===== src/rtl/brc_pkg.sv =====
package brc_pkg;
  typedef enum logic [1:0] {
    ACT_KEEP   = 2'b00,
    ACT_SET_T  = 2'b01,
    ACT_SET_NT = 2'b10,
    ACT_SET_UN = 2'b11
  } act_e;

  localparam logic [1:0] ST_T  = 2'b01;
  localparam logic [1:0] ST_NT = 2'b10;
  localparam logic [1:0] ST_UN = 2'b11;

  localparam logic REQ_VERIFY = 1'b0;
  localparam logic REQ_UPDATE = 1'b1;
endpackage


===== src/rtl/brc_action_walker.sv =====
module brc_action_walker
  import brc_pkg::*;
#(
  parameter int IDX_W  = 4,
  parameter int ADDR_W = 6,
  localparam int ENT_W = ADDR_W + IDX_W + 3
) (
  input  logic              clk,
  input  logic              rst_n,
  input  logic              abort,
  input  logic              start,
  input  logic [IDX_W-1:0]  src_idx,
  input  logic              src_taken,
  output logic              busy,
  output logic              tbl_rd_en,
  output logic [ADDR_W-1:0] tbl_addr,
  input  logic [ENT_W-1:0]  tbl_rd_data,
  output logic              wr_en,
  output logic [IDX_W-1:0]  wr_idx,
  output logic [1:0]        wr_code
);
  localparam int TGT_LO  = 2;
  localparam int LAST_B  = IDX_W + 2;
  localparam int NEXT_LO = IDX_W + 3;

  logic walking_q;
  act_e ent_act;
  logic ent_last;
  logic [ADDR_W-1:0] ent_next;

  assign ent_act  = act_e'(tbl_rd_data[1:0]);
  assign wr_idx   = tbl_rd_data[TGT_LO +: IDX_W];
  assign ent_last = tbl_rd_data[LAST_B];
  assign ent_next = tbl_rd_data[NEXT_LO +: ADDR_W];

  assign busy    = walking_q;
  assign wr_en   = walking_q && !abort && ent_act != ACT_KEEP;
  assign wr_code = tbl_rd_data[1:0];

  always_comb begin
    tbl_rd_en = 1'b0;
    tbl_addr  = '0;
    if (abort) begin
      tbl_rd_en = 1'b0;
    end else if (walking_q) begin
      tbl_rd_en = !ent_last;
      tbl_addr  = ent_next;
    end else if (start) begin
      tbl_rd_en = 1'b1;
      tbl_addr  = ADDR_W'({src_idx, src_taken});
    end
  end

  always_ff @(posedge clk or negedge rst_n) begin
    if (!rst_n)         walking_q <= 1'b0;
    else if (abort)     walking_q <= 1'b0;
    else if (walking_q) walking_q <= !ent_last;
    else if (start)     walking_q <= 1'b1;
  end


  walk_begin_chk: assert property (@(posedge clk) disable iff (!rst_n)
    (start && !walking_q && !abort) |=> busy);


  walk_end_chk: assert property (@(posedge clk) disable iff (!rst_n)
    (busy && !tbl_rd_en) |=> !busy);
endmodule


===== config.mk =====
export PLATFORM = sky130hd
export DESIGN_NAME = brc_action_walker
export DESIGN_NICKNAME = d
export VERILOG_FILES = /design/src/rtl/brc_pkg.sv /design/src/rtl/brc_action_walker.sv
export SDC_FILE = /design/constraint.sdc
export NUM_CORES = 1
export LEC_CHECK = 0
export ABC_CLOCK_PERIOD_IN_PS = 1200
export BUFFER_PORTS_ARGS = -buffer_cell sky130_fd_sc_hd__buf_2
export CAP_MARGIN = 20
export CORE_AREA = 5 5 42 44
export DETAILED_ROUTE_END_ITERATION = 10
export DIE_AREA = 0 0 47 49
export GPL_TIMING_DRIVEN = 0
export SYNTH_ARGS = -nofsm -noshare
export SYNTH_HDL_FRONTEND = slang
export SYNTH_SLANG_ARGS = --single-unit

===== constraint.sdc =====
create_clock -name clk -period 1.2 [get_ports clk]
set_clock_uncertainty 0.1 [all_clocks]
set_input_delay 0.36 -clock clk [delete_from_list [all_inputs] [get_ports clk]]
set_output_delay 0.36 -clock clk [all_outputs]
set_load 0.02 [all_outputs]

Word-level counts from Yosys, hierarchy flattened:

Index checks and enable logic that the tools add are counted.
W data, S select, Z words.

* flip-flop bits (word level): 1
* input bits: 22
* output and inout bits: 15
* logic and storage cells: 12

* multiplexer cells: 6
* reduce and logical (&&, ||, !) cells: 5

Operators with widths (number)
* $mux W6: 2
* $mux W5: 1
* $mux W1: 3
* $logic_and A1 B1 Y1: 2
* $logic_not A1 Y1: 2
* $reduce_bool A2 Y1: 1

Depth between registers and ports, before layout:

Gate-level depths: netlist of the first run.

* depth in word-level cells: 3
* mapped depth: 3
* depth with buffers taken out: 2

Worst setup path after synthesis of the first run:

OpenSTA, ideal clock, no wires.

* path type: reg-to-output
* from: register walking_q, in the netlist busy
* to: output tbl_addr[2]
* buffers on the path: 1
* required time: 0.740 ns
* setup slack: -0.405 ns
* cell stages (with the launch flop): 4
* arrival time: 1.145 ns
* cell sequence: dfrtp_1 -> buf_6 -> nand3b_1 -> a21oi_1

* longest elaborated chain between the ends: 2

RTL lines
* start, declared: line brc_action_walker.sv:26 `logic walking_q;`
* start signal, assigned: line brc_action_walker.sv:57 `else if (walking_q) walking_q <= !ent_last;`
* $mux W6: line brc_action_walker.sv:45 `end else if (walking_q) begin`
* $mux W6: line brc_action_walker.sv:43 `if (abort) begin`
* end, declared: line brc_action_walker.sv:16 `output logic [ADDR_W-1:0] tbl_addr,`

Every way passes these cells.

Worst setup path after layout of the first run:

Same ends and word-level chain as after synthesis.

==> out/summary.md, run 1 <==
- **clock latency reported for the late side of the worst-skew pair** 0 ns
- **CP Max Fanout** 6
- **reg-to-reg critical path endpoint** busy$_DFF_PN0_
- **maximum operating frequency** 678 MHz
- **Internal Pwr Total** 0.000136 W
- **count of synthesis-stage warnings from yosys** 0
- **combinational fraction of design power** 82.8%
- **residual antenna-violating net count after detailed routing** 0
- **count of pins on the block boundary** 37
- **mean routed wirelength per cell** 11.6 µm
- **initial antenna violation count** 0
- **non-filler cells, final** 77
- **cell types with the highest counts after synthesis** sky130_fd_sc_hd__buf_4, sky130_fd_sc_hd__a21oi_1, sky130_fd_sc_hd__nand2_1, sky130_fd_sc_hd__nand3b_1
- **number of max-cap violations** 0
- **Post-DP HPWL** 746 µm
- **GRT Residual Overflow** 0
- **global-route wire length before repair** 1440 µm
- **share of power burned in the clock network** 0%
- **Cell Area, Synth** 199 µm²
- **worst ir drop on vdd** 285 µV
- **CTS clk-pin slew, worst paths** 0 ns
- **total of buffers placed on input and output ports** 32
- **first-pass detailed-route iteration total** 3
- **unique cell type count in the Yosys netlist** 11
- **number of placed cells counting well taps** 76
- **total number of vias** 311
- **number of cells traversed by the worst register-to-register path** 2
- **worst hold margin** 0.0354 ns
- **period utilisation layout** 123%
- **beginning of the worst register-to-register path** busy$_DFF_PN0_
- **endpoint kind of the worst setup timing path** primary output
- **total global routing track utilization** 7.73%
- **largest cells by area after synthesis** sky130_fd_sc_hd__buf_4, sky130_fd_sc_hd__nand3b_1, sky130_fd_sc_hd__a21oi_1, sky130_fd_sc_hd__dfrtp_1, sky130_fd_sc_hd__nand2_1
- **post-layout util** 34.9%
- **capture point of the worst path** tbl_addr[2]
- **transition time of the tightest slew-check pin** 0.188 ns
- **Mean Syn Cell Area** 7.11 µm²
- **most used standard cell by instance count after synthesis** sky130_fd_sc_hd__buf_4
- **Synth top area share** 22.6%
- **most common flop cell mapped by yosys** sky130_fd_sc_hd__dfrtp_1
- **x dimension of the die** 47 µm
- **number of flip-flops in the largest register** 1
- **sum of negative setup slack** -1.70 ns
- **WS Path Type** reg2out
- **Reg2Reg Setup Slack** 0.24 ns
- **number of nets in the synthesized netlist** 50
- **Chip Height** 49 µm
- **synthesized instance count** 28
- **violation count after the first detailed-route iteration** 1
- **Routed Wire Length** 895 µm
- **starting density of the core** 14.2%
- **Sw Ratio** 43.1%
- **die outline area** 2300 µm²
- **core area** 1400 µm²
- **number of flip-flops and latches in the synthesized netlist** 1
- **result of the run** finished, violations left
- **failing checks** negative setup slack
- **worst slew margin relative to its limit** 87.5%
- **Post-CTS Setup Repair Bufs** 0
- **number of enable flip-flop cells after synthesis** 0
- **crit path launch type** flop
- **Worst Slack Setup Final** -0.274 ns
- **Critical Path Start** busy$_DFF_PN0_
- **fraction of final layout cells sized beyond drive strength 1** 82.0%
- **Async SR Flop Fraction** 100%
- **via-per-instance ratio** 4.04
- **number of antenna repair diodes** 0
- **count of endpoints failing hold in the final timing report** 0
- **leakage** 0.237 nW
- **largest net degree at the start of global routing** 8
- **vias in the first global route** 321
- **data required time of the worst path** 0.74 ns
- **global placer's final weighted congestion** 0.596
- **growth of design area from synthesis to finish** 146%
- **Final #Nets** 85
- **time the final worst path needs with I/O delays and setup** 1.47 ns
- **drt drc** 0
- **worst hold-check path type** in2async
- **setup violators final** 8
- **sw power** 0.000103 W
- **# rows** 14
- **power density normalized to cell area** 490 nW/µm²
- **Worst Path Arrival** 1.01 ns
- **Final Max Slew Viols** 0
- **part of the power in registers** 17.2%
- **sequential cell area fraction in the yosys report** 12.6%
- **setup repair after global routing missed its margin** true
- **biggest area consumer among synthesized cells** sky130_fd_sc_hd__buf_4
[placed cells by master (no fill, tap or decap)]
cell                       count
sky130_fd_sc_hd__nand3b_1      5
sky130_fd_sc_hd__dfrtp_2       1
sky130_fd_sc_hd__nor2b_2       1
sky130_fd_sc_hd__buf_6         6
sky130_fd_sc_hd__a21oi_4       5
sky130_fd_sc_hd__buf_4        10
sky130_fd_sc_hd__nand2_1       5
sky130_fd_sc_hd__o21a_2        1
sky130_fd_sc_hd__nor2_1        1
sky130_fd_sc_hd__buf_2        24
sky130_fd_sc_hd__a211oi_2      1
sky130_fd_sc_hd__and2_4        1
[power groups by stage]
| stage | Combinational [W] | Clock (W) | Sequential, W |
|---|---|---|---|
| floorplan | 0.000106 | 0 | 0.0000435 |
| global placement | 0.000179 | 0 | 0.0000404 |
| detailed placement | 0.000181 | 0 | 0.0000406 |
| CTS | 0.000198 | 0 | 0.0000414 |
| global route | 0.000213 | 0 | 0.0000418 |
| finish | 0.000198 | 0 | 0.0000413 |
[how the worst min path moves through the flow]
stage / cells past startpoint / slack, ns / from / to
after floorplan: 0 / -0.04 / rst_n / busy$_DFF_PN0_
after global placement: 1 / 0.04 / rst_n / busy$_DFF_PN0_
after detailed placement: 1 / 0.04 / rst_n / busy$_DFF_PN0_
after CTS: 1 / 0.04 / rst_n / busy$_DFF_PN0_
after global routing: 1 / 0.04 / rst_n / busy$_DFF_PN0_
final: 1 / 0.04 / rst_n / busy$_DFF_PN0_
[layout make-up]
class,instances,area (µm²)
Fill cell,156,912
Buffer,7,56.3
Sequential cell,1,26.3
Timing Repair Buffer,33,206
Multi-Input combinational cell,20,180
Tap cell,16,20.0
[metrics by stage]
stage	power (W)	setup slack [ns]	cell area (µm²)
after CTS	0.000239	-0.269	479
after detailed placement	0.000222	-0.304	443
after floorplan	0.000150	-0.245	263
after global routing	0.000255	-0.321	489
after global placement	0.000219	-0.302	443
final	0.000240	-0.274	489
[repair_timing]
item | 4_1_cts | 5_1_grt
hold buffers | 0 | 0
endpoints found under the hold margin | 0 | 0
setup endpoints to repair | 8 | 9
gates resized for setup | 11 | 3
pin swaps | 1 | 1
cloned | 1 | 0
[worst max-delay path: stages (launching register included)]
cell and delay (ns):
sky130_fd_sc_hd__dfrtp_2 0.41, sky130_fd_sc_hd__buf_6 0.14, sky130_fd_sc_hd__nand3b_1 0.19, sky130_fd_sc_hd__a21oi_4 0.14, sky130_fd_sc_hd__buf_6 0.12
[layer usage]
| layer | share of wire, % | up-vias | track usage, % |
|---|---|---|---|
| li1 | - | 157 | - |
| met4 | 0 | 0 | 0 |
| met5 | 0 | - | 0 |
| met2 | 54 | 15 | 14.7 |
| met3 | 10 | 0 | 1.11 |
| met1 | 35 | 139 | 9.17 |
[kinds of logic (layout without fill, tap and decap cells)]
logic type / Yosys count / in the layout / synth area share (%)
buffers and inverters: 7 / 40 / 28.3
and+or+nand+nor: 13 / 13 / 36.5
AOI/OAI and AO/OA: 7 / 7 / 22.6
DFF: 1 / 1 / 12.6
No activity file was read; power rests on OpenSTA's default activity.
==> run 2, diff against run 1 <==
Settings changed: PLACE_DENSITY from default to 0.62.
==> out/summary.md, run 2 (synthesis gave the netlist of run 1 again) <==
- **growth of design area from synthesis to finish** 149%
- **worst hold-check path type** in2async
- **failing checks** negative setup slack
- **clock latency reported for the late side of the worst-skew pair** 0 ns, unchanged
- **fraction of final layout cells sized beyond drive strength 1** 82.3%, +0.29 points
- **Final Max Slew Viols** 0, unchanged
- **residual antenna-violating net count after detailed routing** 0, unchanged
- **first-pass detailed-route iteration total** 2, -1
- **Worst Path Arrival** 1.00 ns, about the same
- **reg-to-reg critical path endpoint** busy$_DFF_PN0_
- **# rows** 14, unchanged
- **number of hold buffers added after cts** 0, unchanged
- **CTS clk-pin slew, worst paths** 0 ns, unchanged
- **sum of negative setup slack** -1.57 ns, +0.135 ns
- **Seq. cell area** 26.3 µm², unchanged
- **number of antenna repair diodes** 0, unchanged
- **count of fill cells added during filler insertion** 154, -1.3%
- **Final #Nets** 86, +1.2%
- **leakage** 0.240 nW, +1.4%
- **number of flip-flops in the largest register** 1, unchanged
- **Routed Wire Length** 880 µm, -1.7%
- **placed instance area** 443 µm², unchanged
- **initial antenna violation count** 0, unchanged
- **total global routing track utilization** 7.03%, -0.70 points
- **power density normalized to cell area** 489 nW/µm², about the same
- **global placer's final weighted congestion** 0.666, +12%
- **Post-DP HPWL** 743 µm, -0.47%
- **count of pins on the block boundary** 37, unchanged
- **setup repair after global routing missed its margin** true
- **total of buffers placed on input and output ports** 32, unchanged
- **setup violators final** 8, unchanged
- **period utilisation layout** 121%, -1.4 points
- **crit path launch type** flop
- **count of endpoints failing hold in the final timing report** 0, unchanged
- **vias in the first global route** 293, -8.7%
- **worst ir drop on vdd** 285 µV, about the same
- **total number of vias** 325, +4.5%
- **core area** 1400 µm², unchanged
- **x dimension of the die** 47 µm, unchanged
- **Chip Height** 49 µm, unchanged
- **endpoint kind of the worst setup timing path** primary output
- **maximum operating frequency** 686 MHz, +1.1%
- **largest net degree at the start of global routing** 8, unchanged
- **commonest non-fill, non-tap cell in the layout** sky130_fd_sc_hd__buf_2
- **via-per-instance ratio** 4.17, +3.2%
- **GRT Residual Overflow** 0, unchanged
- **starting density of the core** 14.2%, unchanged
- **highest-count cells in the layout ignoring fill and taps** sky130_fd_sc_hd__buf_2, sky130_fd_sc_hd__buf_4
- **drt drc** 0, unchanged
- **number of max-cap violations** 0, unchanged
- **beginning of the worst register-to-register path** busy$_DFF_PN0_
- **multi-input combinational cell area** 180 µm², unchanged
- **Worst Slack Setup Final** -0.258 ns, +0.0165 ns
- **data required time of the worst path** 0.74 ns, about the same
- **number of cells traversed by the worst register-to-register path** 3, +1
- **global-route wire length before repair** 1290 µm, -10%
- **Reg2Reg Setup Slack** 0.23 ns, about the same
- **violation count after the first detailed-route iteration** 2, +1
- **time the final worst path needs with I/O delays and setup** 1.46 ns, -0.0165 ns
- **die outline area** 2300 µm², unchanged
- **final cell area excluding filler cells** 495 µm², +1.3%
- **WS Path Type** reg2out
- **CP Max Fanout** 6, unchanged
- **transition time of the tightest slew-check pin** 0.188 ns, +0.000479 ns
- **result of the run** finished, violations left
- **worst slew margin relative to its limit** 87.4%, about the same
- **mean routed wirelength per cell** 11.3 µm, -2.9%
==> run 2: cell count changes in the layout (fill, tap and decap cells not counted), sizes merged <==
| cell | before | now |
|---|---|---|
| buf | 40 | 41 |
==> run 2: how the worst max path moves through the flow <==
| stage | end | depth (start not counted) | start | slack (ns) |
|---|---|---|---|---|
| after floorplan | tbl_addr[2] | 3 | busy$_DFF_PN0_ | -0.25 |
| after global placement | tbl_addr[2] | 4 | busy$_DFF_PN0_ | -0.31 |
| after detailed placement | tbl_addr[2] | 4 | busy$_DFF_PN0_ | -0.31 |
| after CTS | tbl_addr[2] | 4 | busy$_DFF_PN0_ | -0.27 |
| after global routing | tbl_addr[4] | 4 | busy$_DFF_PN0_ | -0.31 |
| final | tbl_addr[4] | 4 | busy$_DFF_PN0_ | -0.26 |
==> run 2: worst max-delay path, cell delays in order, from the launching register on <==
cell                       delay [ns]
sky130_fd_sc_hd__dfrtp_2         0.41
sky130_fd_sc_hd__buf_6           0.14
sky130_fd_sc_hd__nand3b_1        0.19
sky130_fd_sc_hd__a21oi_4         0.14
sky130_fd_sc_hd__buf_6           0.12
==> run 2: metal layers <==
layer / GRT usage, % / vias to the layer above / share of wire [%]
met4: 0 / 0 / 0
met1: 9.17 / 145 / 35
met2: 12.7 / 19 / 52
met5: 0 / - / 0
met3: 0.738 / 0 / 12
li1: - / 161 / -
==> run 2: where the power goes <==
group	total [W]	internal, W	switching, W
Sequential	0.0000409	0.0000375	0.00000339
Clock	0	0	0
Combinational	0.000202	0.000102	0.0000994
==> run 2: per-stage QoR <==
stage / hold slack [ns] / util [%] / total power, W / setup slack (ns) / instances
after floorplan: -0.0356 / - / 0.000150 / -0.245 / 28
after global placement: 0.0357 / 31.6 / 0.000220 / -0.308 / 76
after detailed placement: 0.0368 / 31.6 / 0.000221 / -0.307 / 76
after CTS: 0.0368 / 35.4 / 0.000247 / -0.268 / 78
after global routing: 0.0377 / 35.4 / 0.000258 / -0.307 / 78
final: 0.0350 / 35.4 / 0.000242 / -0.258 / 78
==> run 2: layout make-up <==
| type | count | share of cell area (%) |
|---|---|---|
| plain buffers | 7 | 11.4 |
| well taps | 16 | 4.04 |
| multi-input cells | 20 | 36.4 |
| repair buffers | 34 | 42.9 |
| flip-flops and latches | 1 | 5.30 |
==> run 2: timing repair <==
| item | in CTS | in global routing |
|---|---|---|
| setup endpoints to repair | 8 | 8 |
| pin swaps | 1 | 0 |
| setup buffers | 1 | 0 |
| resized for setup | 14 | 0 |
| cloned | 1 | 0 |
==> run 3, diff against run 2 <==
Settings changed: ABC_AREA from default to 1, PLACE_DENSITY 0.62 to 0.64, REMOVE_ABC_BUFFERS from default to 1, SKIP_LAST_GASP from default to 1.
==> out/summary.md, run 3 <==
- **result of the run** finished, violations left
- **failing checks** negative setup slack
- **via-per-instance ratio** 3.85, -7.7%
- **Post-DP HPWL** 651 µm, -12%
- **most used standard cell by instance count after synthesis** sky130_fd_sc_hd__nand2_1
- **commonest non-fill, non-tap cell in the layout** sky130_fd_sc_hd__nand2_1
- **vias in the first global route** 269, -8.2%
- **die outline area** 2300 µm², unchanged
- **drt drc** 0, unchanged
- **period utilisation layout** 113%, -8.9 points
- **WS Path Type** in2out
- **number of flip-flops in the largest register** 1, unchanged
- **reg-to-reg critical path endpoint** busy$_DFF_PN0_
- **initial antenna violation count** 0, unchanged
- **Sw Ratio** 39.9%, -2.5 points
- **number of enable flip-flop cells after synthesis** 0, unchanged
- **beginning of the worst register-to-register path** busy$_DFF_PN0_
- **non-filler cells, final** 84, +7.7%
- **count of endpoints failing hold in the final timing report** 0, unchanged
- **Reg2Reg Setup Slack** 0.24 ns, about the same
- **number of cells traversed by the worst register-to-register path** 3, unchanged
- **sequential cell area fraction in the yosys report** 11.4%, -1.2 points
- **growth of design area from synthesis to finish** 111%
- **transition time of the tightest slew-check pin** 0.141 ns, -0.0470 ns
- **standard cell with the maximum stage delay on the critical path** sky130_fd_sc_hd__nor2_4
- **total number of vias** 323, -0.62%
- **Final #Nets** 92, +7.0%
- **count of synthesis-stage warnings from yosys** 0, unchanged
- **data required time of the worst path** 0.74 ns, about the same
- **count of fill cells added during filler insertion** 159, +3.2%
- **power density normalized to cell area** 464 nW/µm², -5.3%
- **combinational fraction of design power** 80.3%, -2.8 points
- **number of antenna repair diodes** 0, unchanged
- **GRT Residual Overflow** 0, unchanged
- **# rows** 14, unchanged
- **setup repair after global routing missed its margin** true
- **worst ir drop on vdd** 152 µV, -46%
- **global placer's final weighted congestion** 0.640, -3.9%
- **CP Max Fanout** 5, -1
- **Internal Pwr Total** 0.000130 W, -7.1%
- **overall power** 0.000216 W, -11%
- **largest cells by area after synthesis** sky130_fd_sc_hd__nand2_1, sky130_fd_sc_hd__buf_4, sky130_fd_sc_hd__nor2_1, sky130_fd_sc_hd__inv_1, sky130_fd_sc_hd__dfrtp_1
- **capture point of the worst path** tbl_addr[0]
- **residual antenna-violating net count after detailed routing** 0, unchanged
- **largest net degree at the start of global routing** 10, +2
- **Routed Wire Length** 860 µm, -2.3%
- **Final Max Slew Viols** 0, unchanged
- **largest incremental delay on the critical path** 0.15 ns, -0.26 ns
- **total of buffers placed on input and output ports** 28, -13%
- **number of placed cells counting well taps** 81, +6.6%
- **core area** 1400 µm², unchanged
- **number of flip-flops and latches in the synthesized netlist** 1, unchanged
- **total global routing track utilization** 5.70%, -1.3 points
- **Worst Slack Setup Final** -0.151 ns, +0.107 ns
- **count of pins on the block boundary** 37, unchanged
- **share of power burned in the clock network** 0%, unchanged
- **Chip Height** 49 µm, unchanged
- **endpoint kind of the worst setup timing path** primary output
- **Worst Path Arrival** 0.89 ns, -0.11 ns
- **unique cell type count in the Yosys netlist** 9, -2
- **setup violators final** 8, unchanged
- **violation count after the first detailed-route iteration** 1, -1
- **leakage** 0.276 nW, +15%
- **highest-count cells in the layout ignoring fill and taps** sky130_fd_sc_hd__nand2_1, sky130_fd_sc_hd__buf_2, sky130_fd_sc_hd__buf_6, sky130_fd_sc_hd__nor2_1
- **worst slew margin relative to its limit** 90.5%, +3.1 points
- **cell types with the highest counts after synthesis** sky130_fd_sc_hd__nand2_1, sky130_fd_sc_hd__nor2_1, sky130_fd_sc_hd__inv_1, sky130_fd_sc_hd__buf_4
- **number of max-cap violations** 0, unchanged
- **crit path cell chain** buf_12 > nor2_4 > nand2_1 > nand2_1 > buf_6
- **synthesized instance count** 44, +57%
- **worst hold margin** 0.0381 ns, +0.00301 ns
- **maximum operating frequency** 740 MHz, +7.9%
- **starting density of the core** 15.7%, +1.5 points
- **most common flop cell mapped by yosys** sky130_fd_sc_hd__dfrtp_1
- **part of the power in registers** 19.7%, +2.8 points
- **CTS clk-pin slew, worst paths** 0 ns, unchanged
- **clock latency reported for the late side of the worst-skew pair** 0 ns, unchanged
- **Mean Syn Cell Area** 5.00 µm², -30%
- **sw power** 0.0000861 W, -16%
- **crit path launch type** input pin
- **number of hold buffers added after cts** 0, unchanged
- **first-pass detailed-route iteration total** 2, unchanged
- **Synth top area share** 29.0%, +6.3 points
- **most frequent cell on the critical path** sky130_fd_sc_hd__nand2_1
- **x dimension of the die** 47 µm, unchanged
- **worst hold-check path type** in2async
- **mean routed wirelength per cell** 10.2 µm, -9.3%
- **biggest area consumer among synthesized cells** sky130_fd_sc_hd__nand2_1
- **Cell Area, Synth** 220 µm², +11%
- **Async SR Flop Fraction** 100%, unchanged
- **Critical Path Start** abort
- **global-route wire length before repair** 1060 µm, -18%
- **fraction of final layout cells sized beyond drive strength 1** 55.9%, -26 points
- **time the final worst path needs with I/O delays and setup** 1.35 ns, -0.107 ns
==> run 3: how the worst min path moves through the flow <==
stage	endpoint	from	slack, ns	depth (start not counted)
5_1_grt	busy$_DFF_PN0_	rst_n	0.04	1
4_1_cts	busy$_DFF_PN0_	rst_n	0.04	1
3_3_place_gp	busy$_DFF_PN0_	rst_n	0.04	1
2_1_floorplan	busy$_DFF_PN0_	rst_n	-0.04	0
6_report	busy$_DFF_PN0_	rst_n	0.04	1
3_5_place_dp	busy$_DFF_PN0_	rst_n	0.04	1
==> run 3: logic make-up after synthesis <==
family / share of synthesized area (%)
AOI/OAI and AO/OA: 2.27
DFF: 11.4
buffers and inverters: 34.7
and+or+nand+nor: 51.7
==> run 3: routing by layer <==
layer | wire length (µm) | vias up | global-route usage [%]
met5 | 0 | - | 0
met2 | 479 | 19 | 11.1
met1 | 281 | 135 | 6.35
met3 | 99 | 0 | 1.11
li1 | - | 169 | -
met4 | 0 | 0 | 0
==> run 3: worst max-delay path, delay by kind of cell <==
kind,cells,cell delay (ns)
buf+inv,2,0.22
simple gates,3,0.30
==> run 3: power by group through the flow <==
stage | Sequential (W) | Combinational, W | Clock [W]
final | 0.0000426 | 0.000173 | 0
after CTS | 0.0000423 | 0.000153 | 0
after global routing | 0.0000430 | 0.000187 | 0
after global placement | 0.0000403 | 0.000119 | 0
after floorplan | 0.0000433 | 0.0000534 | 0
after detailed placement | 0.0000405 | 0.000122 | 0
==> run 3: per-stage QoR <==
stage / TNS [ns] / worst slack (ns) / instance area, µm² / util (%)
after floorplan: -1.74 / -0.388 / 170 / -
after global placement: -2.03 / -0.342 / 330 / 23.6
after detailed placement: -2.13 / -0.353 / 330 / 23.6
after CTS: -1.04 / -0.162 / 397 / 28.3
after global routing: -1.23 / -0.200 / 465 / 33.2
final: -0.923 / -0.151 / 465 / 33.2
==> run 3: timing repair <==
action                     4_1_cts  5_1_grt
pin swaps                        8        6
gates resized for setup         18       11
setup endpoints to repair        8        8
hold endpoints to repair         0        0
gates cloned                     0        1
setup buffers                    2        0
==> run 3: layout make-up <==
type | count | area (µm²) | area share, %
Tap cell | 16 | 20.0 | 4.30
Inverter | 7 | 26.3 | 5.65
Timing Repair Buffer | 31 | 259 | 55.6
Sequential cell | 1 | 26.3 | 5.65
Multi-Input combinational cell | 29 | 134 | 28.8
